`src/rtl/pcu_pkg.sv`:
```
package pcu_pkg;

  typedef enum logic [2:0] {
    STEP_FETCH  = 3'd0,
    STEP_DECODE = 3'd1,
    STEP_EXEC   = 3'd2,
    STEP_MEM    = 3'd3,
    STEP_WBACK  = 3'd4
  } step_e;

  typedef enum logic [1:0] {
    NPC_HOLD   = 2'd0,
    NPC_SEQ    = 2'd1,
    NPC_BRANCH = 2'd2,
    NPC_JUMP   = 2'd3
  } npc_sel_e;

  localparam logic [5:0] OPC_BEQ  = 6'b000100;
  localparam logic [5:0] OPC_JUMP = 6'b000010;

endpackage

```
`src/rtl/pcu_decode.sv`:
```
module pcu_decode
  import pcu_pkg::*;
#(
  parameter int OPC_W = 6
) (
  input  logic [2:0]       step_i,
  input  logic [OPC_W-1:0] opcode_i,
  input  logic             alu_zero_i,
  output npc_sel_e         sel_o,
  output logic             cap_en_o,
  output logic             fetch_fire_o,
  output logic             jump_fire_o,
  output logic             br_fire_o
);

  step_e step;
  logic  is_jump;
  logic  is_beq;

  assign step    = step_e'(step_i);
  assign is_jump = (opcode_i == OPC_W'(OPC_JUMP));
  assign is_beq  = (opcode_i == OPC_W'(OPC_BEQ));

  always_comb begin
    sel_o = NPC_HOLD;
    case (step)
      STEP_FETCH: sel_o = NPC_SEQ;
      STEP_EXEC: begin
        if (is_jump)                   sel_o = NPC_JUMP;
        else if (is_beq && alu_zero_i) sel_o = NPC_BRANCH;
      end
      default: sel_o = NPC_HOLD;
    endcase
  end

  assign cap_en_o     = (step == STEP_DECODE);
  assign fetch_fire_o = (sel_o == NPC_SEQ);
  assign jump_fire_o  = (sel_o == NPC_JUMP);
  assign br_fire_o    = (sel_o == NPC_BRANCH);

endmodule

```
`src/rtl/pcu_target.sv`:
```
module pcu_target #(
  parameter int ADDR_W     = 32,
  parameter int JF_W       = 26,
  parameter int IMM_W      = 16,
  parameter bit BR_FROM_ALU = 1'b0
) (
  input  logic              clk,
  input  logic              rst_n,
  input  logic              cap_en_i,
  input  logic [ADDR_W-1:0] pc_i,
  input  logic [JF_W-1:0]   field_i,
  input  logic [ADDR_W-1:0] alu_result_i,
  output logic [ADDR_W-1:0] seq_addr_o,
  output logic [ADDR_W-1:0] jump_addr_o,
  output logic [ADDR_W-1:0] br_addr_o
);

  localparam int UP_W  = ADDR_W - JF_W - 2;
  localparam int EXT_W = ADDR_W - IMM_W;

  function automatic logic [ADDR_W-1:0] f_seq(input logic [ADDR_W-1:0] pc);
    return pc + ADDR_W'(4);
  endfunction

  function automatic logic [ADDR_W-1:0] f_shl2(input logic [ADDR_W-1:0] v);
    return {v[ADDR_W-3:0], 2'b00};
  endfunction

  function automatic logic [ADDR_W-1:0] f_jump(input logic [ADDR_W-1:0] pc,
                                               input logic [JF_W-1:0]   fld);
    return {pc[ADDR_W-1 -: UP_W], fld, 2'b00};
  endfunction

  function automatic logic [ADDR_W-1:0] f_sext(input logic [IMM_W-1:0] imm);
    return {{EXT_W{imm[IMM_W-1]}}, imm};
  endfunction

  function automatic logic [ADDR_W-1:0] f_branch(input logic [ADDR_W-1:0] pc,
                                                 input logic [IMM_W-1:0]  imm);
    return pc + f_shl2(f_sext(imm));
  endfunction

  logic [ADDR_W-1:0] tgt_q;
  logic [ADDR_W-1:0] tgt_d;

  assign seq_addr_o  = f_seq(pc_i);
  assign jump_addr_o = f_jump(pc_i, field_i);
  assign br_addr_o   = tgt_q;

  generate
    if (BR_FROM_ALU) begin : g_alu_tgt
      assign tgt_d = alu_result_i;
    end else begin : g_own_tgt
      logic unused_alu_result;
      assign unused_alu_result = ^alu_result_i;
      assign tgt_d = f_branch(pc_i, field_i[IMM_W-1:0]);
    end
  endgenerate

  always_ff @(posedge clk or negedge rst_n) begin
    if (!rst_n)        tgt_q <= '0;
    else if (cap_en_i) tgt_q <= tgt_d;
  end

endmodule

```
`src/rtl/pcu_pc_reg.sv`:
```
module pcu_pc_reg #(
  parameter int              ADDR_W     = 32,
  parameter logic [ADDR_W-1:0] RESET_ADDR = '0
) (
  input  logic              clk,
  input  logic              rst_n,
  input  logic              we_i,
  input  logic [ADDR_W-1:0] d_i,
  output logic [ADDR_W-1:0] q_o
);

  always_ff @(posedge clk or negedge rst_n) begin
    if (!rst_n)    q_o <= RESET_ADDR;
    else if (we_i) q_o <= d_i;
  end

endmodule

```
`src/rtl/pcu_next_pc.sv`:
```
module pcu_next_pc
  import pcu_pkg::*;
#(
  parameter int ADDR_W      = 32,
  parameter int JF_W        = 26,
  parameter int IMM_W       = 16,
  parameter int OPC_W       = 6,
  parameter bit BR_FROM_ALU = 1'b0
) (
  input  logic              clk,
  input  logic              rst_n,
  input  logic [2:0]        step_i,
  input  logic [ADDR_W-1:0] instr_i,
  input  logic              alu_zero_i,
  input  logic [ADDR_W-1:0] alu_result_i,
  output logic [ADDR_W-1:0] pc_o,
  output logic              pc_we_o
);

  npc_sel_e          sel;
  logic              cap_en;
  logic              fetch_fire;
  logic              jump_fire;
  logic              br_fire;
  logic [ADDR_W-1:0] seq_addr;
  logic [ADDR_W-1:0] jump_addr;
  logic [ADDR_W-1:0] br_addr;
  logic [ADDR_W-1:0] pc_d;

  pcu_decode #(.OPC_W(OPC_W)) u_dec (
    .step_i       (step_i),
    .opcode_i     (instr_i[ADDR_W-1 -: OPC_W]),
    .alu_zero_i   (alu_zero_i),
    .sel_o        (sel),
    .cap_en_o     (cap_en),
    .fetch_fire_o (fetch_fire),
    .jump_fire_o  (jump_fire),
    .br_fire_o    (br_fire)
  );

  pcu_target #(
    .ADDR_W      (ADDR_W),
    .JF_W        (JF_W),
    .IMM_W       (IMM_W),
    .BR_FROM_ALU (BR_FROM_ALU)
  ) u_tgt (
    .clk          (clk),
    .rst_n        (rst_n),
    .cap_en_i     (cap_en),
    .pc_i         (pc_o),
    .field_i      (instr_i[JF_W-1:0]),
    .alu_result_i (alu_result_i),
    .seq_addr_o   (seq_addr),
    .jump_addr_o  (jump_addr),
    .br_addr_o    (br_addr)
  );

  always_comb begin
    case (sel)
      NPC_SEQ:    pc_d = seq_addr;
      NPC_JUMP:   pc_d = jump_addr;
      NPC_BRANCH: pc_d = br_addr;
      default:    pc_d = pc_o;
    endcase
  end

  assign pc_we_o = (sel != NPC_HOLD);

  pcu_pc_reg #(.ADDR_W(ADDR_W), .RESET_ADDR('0)) u_pc (
    .clk   (clk),
    .rst_n (rst_n),
    .we_i  (pc_we_o),
    .d_i   (pc_d),
    .q_o   (pc_o)
  );

endmodule

```
`config.mk`:
```
export PLATFORM = sky130hd
export DESIGN_NAME = pcu_next_pc
export DESIGN_NICKNAME = d
export VERILOG_FILES = /design/src/rtl/pcu_pkg.sv /design/src/rtl/pcu_decode.sv /design/src/rtl/pcu_target.sv /design/src/rtl/pcu_pc_reg.sv /design/src/rtl/pcu_next_pc.sv
export SDC_FILE = /design/constraint.sdc
export NUM_CORES = 1
export LEC_CHECK = 0
export ABC_AREA = 1
export BUFFER_PORTS_ARGS = -buffer_cell sky130_fd_sc_hd__buf_2
export CAP_MARGIN = 20
export CORE_MARGIN = 2
export CORE_UTILIZATION = 25
export CTS_CLUSTER_SIZE = 20
export DETAILED_ROUTE_END_ITERATION = 8
export PLACE_DENSITY = 0.4
export SYNTH_ARGS = -nofsm -noshare
export SYNTH_HDL_FRONTEND = slang
export SYNTH_SLANG_ARGS = --single-unit
```
`constraint.sdc`:
```
create_clock -name clk -period 2.64 [get_ports clk]
set_clock_uncertainty 0.1 [all_clocks]
set_input_delay 0.264 -clock clk [delete_from_list [all_inputs] [get_ports clk]]
set_output_delay 0.264 -clock clk [all_outputs]
set_load 0.1 [all_outputs]
```
==> flow_summary.yaml <==
timing:
  min_period_over_period_pct: 89.6
  post-route-min-period_ns: 2.37
  rsz0062_at_grt: "no"
  holdWs_ns: 0.107
  finalHoldViolCount: 0
  worst_slack_ns: 0.273
  setup-tns-final_ns: 0
  drv_slew: 0
  worst_slew_pin_slew_ns: 0.655
  slew-limit-headroom_pct: 56.3
  clock.fmax_ghz: 0.423
  setup_violations: 0
finish:
  multi_input_area_um2: 3600
  n_fill_cell: 2554
  area_growth_pct: 22.0
  drive_gt1_share_pct: 13.5
  nNetsFinal: 1150
  final_cell_mix: "nand2_1 (344), inv_1 (142), nor2_1 (89)"
  final_common_cell: "nand2_1"
  layout.area.seq_um2: 1600
  diodes: 0
worst_setup_path:
  crit_family: "simple AND/OR/NAND/NOR gates"
  critPathBufInv: 2
  cp.arrival_ns: 2.49
  cpMaxStageDelayCell: "fa_1"
  worstPathRequired_ns: 2.77
  cp_max_fo: 5
  critical-path-max-stage-delay_ns: 0.41
  crit_path_end_kind: "flip-flop"
  crit_type: "flip-flop to flip-flop"
  crit_chain: "ha_1 -> inv_1 -> fa_1 -> inv_1 -> nand3_1 -> nand3_1 -> nand2_1 -> nand2_1 -> nand2_1 -> nand3_1 -> nand2_1 -> nand3_1 -> nand2_1"
  start_kind: "flip-flop"
  cp_common_cell: "nand2_1"
synth:
  ys_top_cells_by_area: "dfrtp_1 (27%), nand2_1 (22%), inv_1 (9.1%), ha_1 (7.1%), nand3_1 (6.4%)"
  syn_inst: 952
  synth-edff-count: 0
  syn_area_um2: 5830
  postSynthNetCount: 1056
  async_reset_ff_share_pct: 100
  ys_warn_count: 0
  synth_cell_types: 38
  synth-main-ff-cell: "dfrtp_1"
  synth.ff_latch_count: 64
  seq_area_frac_synth_pct: 27.5
  syn_area_per_cell_um2: 6.12
  yosysTopAreaCell: "dfrtp_1"
  yosysTopAreaCellShare_pct: 27.5
cts:
  clk_pin_slew_worst_paths_ns: 0.06
  clk_latency_ns: 0.34
  clock-sinks: 64
  cts_buffer_depth: 2
  cts_buffers: 9
  cts-root-buf: "clkbuf_16"
  cts_setup_buffers: 0
  htree_levels: 3
  cts_tree: "yes"
route:
  drt-total-wl_um: 22200
  drt_iter0_drc: 375
  viasPerCell: 4.56
  vias: 6219
  ant_nets: 0
  first_pass_iters: 4
  route.detailed.drc: 0
  wl_per_cell_um: 16.3
floorplan:
  pin_count: 103
  coreArea_um2: 22800
  die_area_um2: 24500
  die-width_um: 157
  die_h_um: 157
  start_util_pct: 25.6
  rows: 55
run_status:
  status: "finished clean"
flow_run:
  maxCapViolations: 0
global_route:
  antenna_found_initial: 0
  grt_start_max_net_pins: 34
  grt-ovfl-total: 0
  grt_pass1_vias: 6052
  track_usage_pct: 18.7
  grt_pass1_wl_um: 34700
pwr:
  powerDensity_nw_per_um2: 792
  p_leak_nw: 3.86
  peakVddDrop_uv: 340
placement:
  place.gp.congestion: 0.816
  dp_hpwl_um: 18100
  preCtsSetupSlack_ns: 0.241
  port_buffers: 70
worst_hold_path:
  hp-class: "primary input to flip-flop"
==> path summary, 6_finish.rpt <==
check,startpoint,end,slack (ns),cells past startpoint
min in group asynchronous,rst_n,u_tgt.br_addr_o[5]$_DFFE_PN0N_,0.37,2
hold reg to reg,u_tgt.br_addr_o[18]$_DFFE_PN0N_,u_tgt.br_addr_o[18]$_DFFE_PN0N_,0.38,2
setup reg to reg,u_pc.q_o[2]$_DFFE_PN0P_,u_tgt.br_addr_o[26]$_DFFE_PN0N_,0.27,13
setup / recovery,u_pc.q_o[2]$_DFFE_PN0P_,u_tgt.br_addr_o[26]$_DFFE_PN0N_,0.27,13
max in group asynchronous,rst_n,u_pc.q_o[2]$_DFFE_PN0P_,1.41,3
hold / removal,instr_i[2],u_pc.q_o[4]$_DFFE_PN0P_,0.11,3
==> through the flow <==
stage	total power [W]	area (µm²)	cells	utilization, %
2_1_floorplan	0.00357	5830	952	-
4_1_cts	0.00567	7110	1364	31.2
3_5_place_dp	0.00439	6800	1347	29.8
3_3_place_gp	0.00439	6800	1347	29.8
6_report	0.00563	7110	1364	31.2
5_1_grt	0.00606	7110	1364	31.2
==> layout make-up <==
| class | instances | area share (%) |
|---|---|---|
| inverters | 143 | 7.55 |
| clock inverters | 2 | 0.528 |
| repair buffers | 104 | 9.47 |
| multi-input cells | 724 | 50.7 |
| flip-flops and latches | 64 | 22.5 |
| clock buffers | 14 | 3.71 |
| well taps | 313 | 5.51 |
==> per-layer routing <==
layer  global-route usage [%]  share of wire (%)  vias to the layer above
met2                     29.6                 44                       87
met1                     27.5                 52                     2886
li1                         -                  -                     3238
met5                        0                  0                        -
met4                     3.41               0.67                        0
met3                     2.22                2.9                        8
==> flip-flops by register name, indices dropped and copies added (netlist names) <==
register         cells
u_pc.q_o            32
u_tgt.br_addr_o     32
==> Yosys cell counts (2+ instances only) <==
master	count
xnor2_1	3
o21bai_1	5
nand3_1	75
o22ai_1	2
nor2_4	3
o21ai_0	30
dfrtp_1	64
nand3b_1	7
buf_4	3
a31oi_1	5
inv_1	142
a221oi_1	15
a21oi_1	50
nand2_2	3
o211ai_1	4
nor2_2	4
nand3_2	2
nor3_1	10
xor2_1	7
nand2_1	344
nor2_1	89
ha_1	33
or2_2	7
clkbuf_1	17
nor4_1	2
nor3_2	3
nand4_1	9
a22oi_1	4
==> repair_timing <==
| item | in CTS | in global routing |
|---|---|---|
| endpoints found under the hold margin | 22 | 0 |
| hold buffers | 1 | 0 |
| resized for setup | 0 | 0 |
==> cell families after synthesis <==
kind of cell	Yosys count	synth area share (%)
AO/OA/AOI/OAI	120	12.3
XOR/XNOR	10	1.50
adder cells (fa/ha/maj)	34	7.43
buffers and inverters	164	10.8
flip-flops	64	27.5
AND/OR/NAND/NOR	560	40.5
==> power by group <==
| part | internal, W | leakage, nW | switching [W] |
|---|---|---|---|
| Clock | 0.000785 | 0.143 | 0.000468 |
| Sequential | 0.00123 | 0.746 | 0.000286 |
| Combinational | 0.000801 | 2.97 | 0.00206 |
==> worst register-to-register path, delay by kind of cell, from the launching register on <==
kind,cells,cell delay (ns)
adders and majority gates,2,0.71
DFF,1,0.36
and+or+nand+nor,9,0.90
buffers and inverters,2,0.18
No activity file was read; power rests on OpenSTA's default activity.
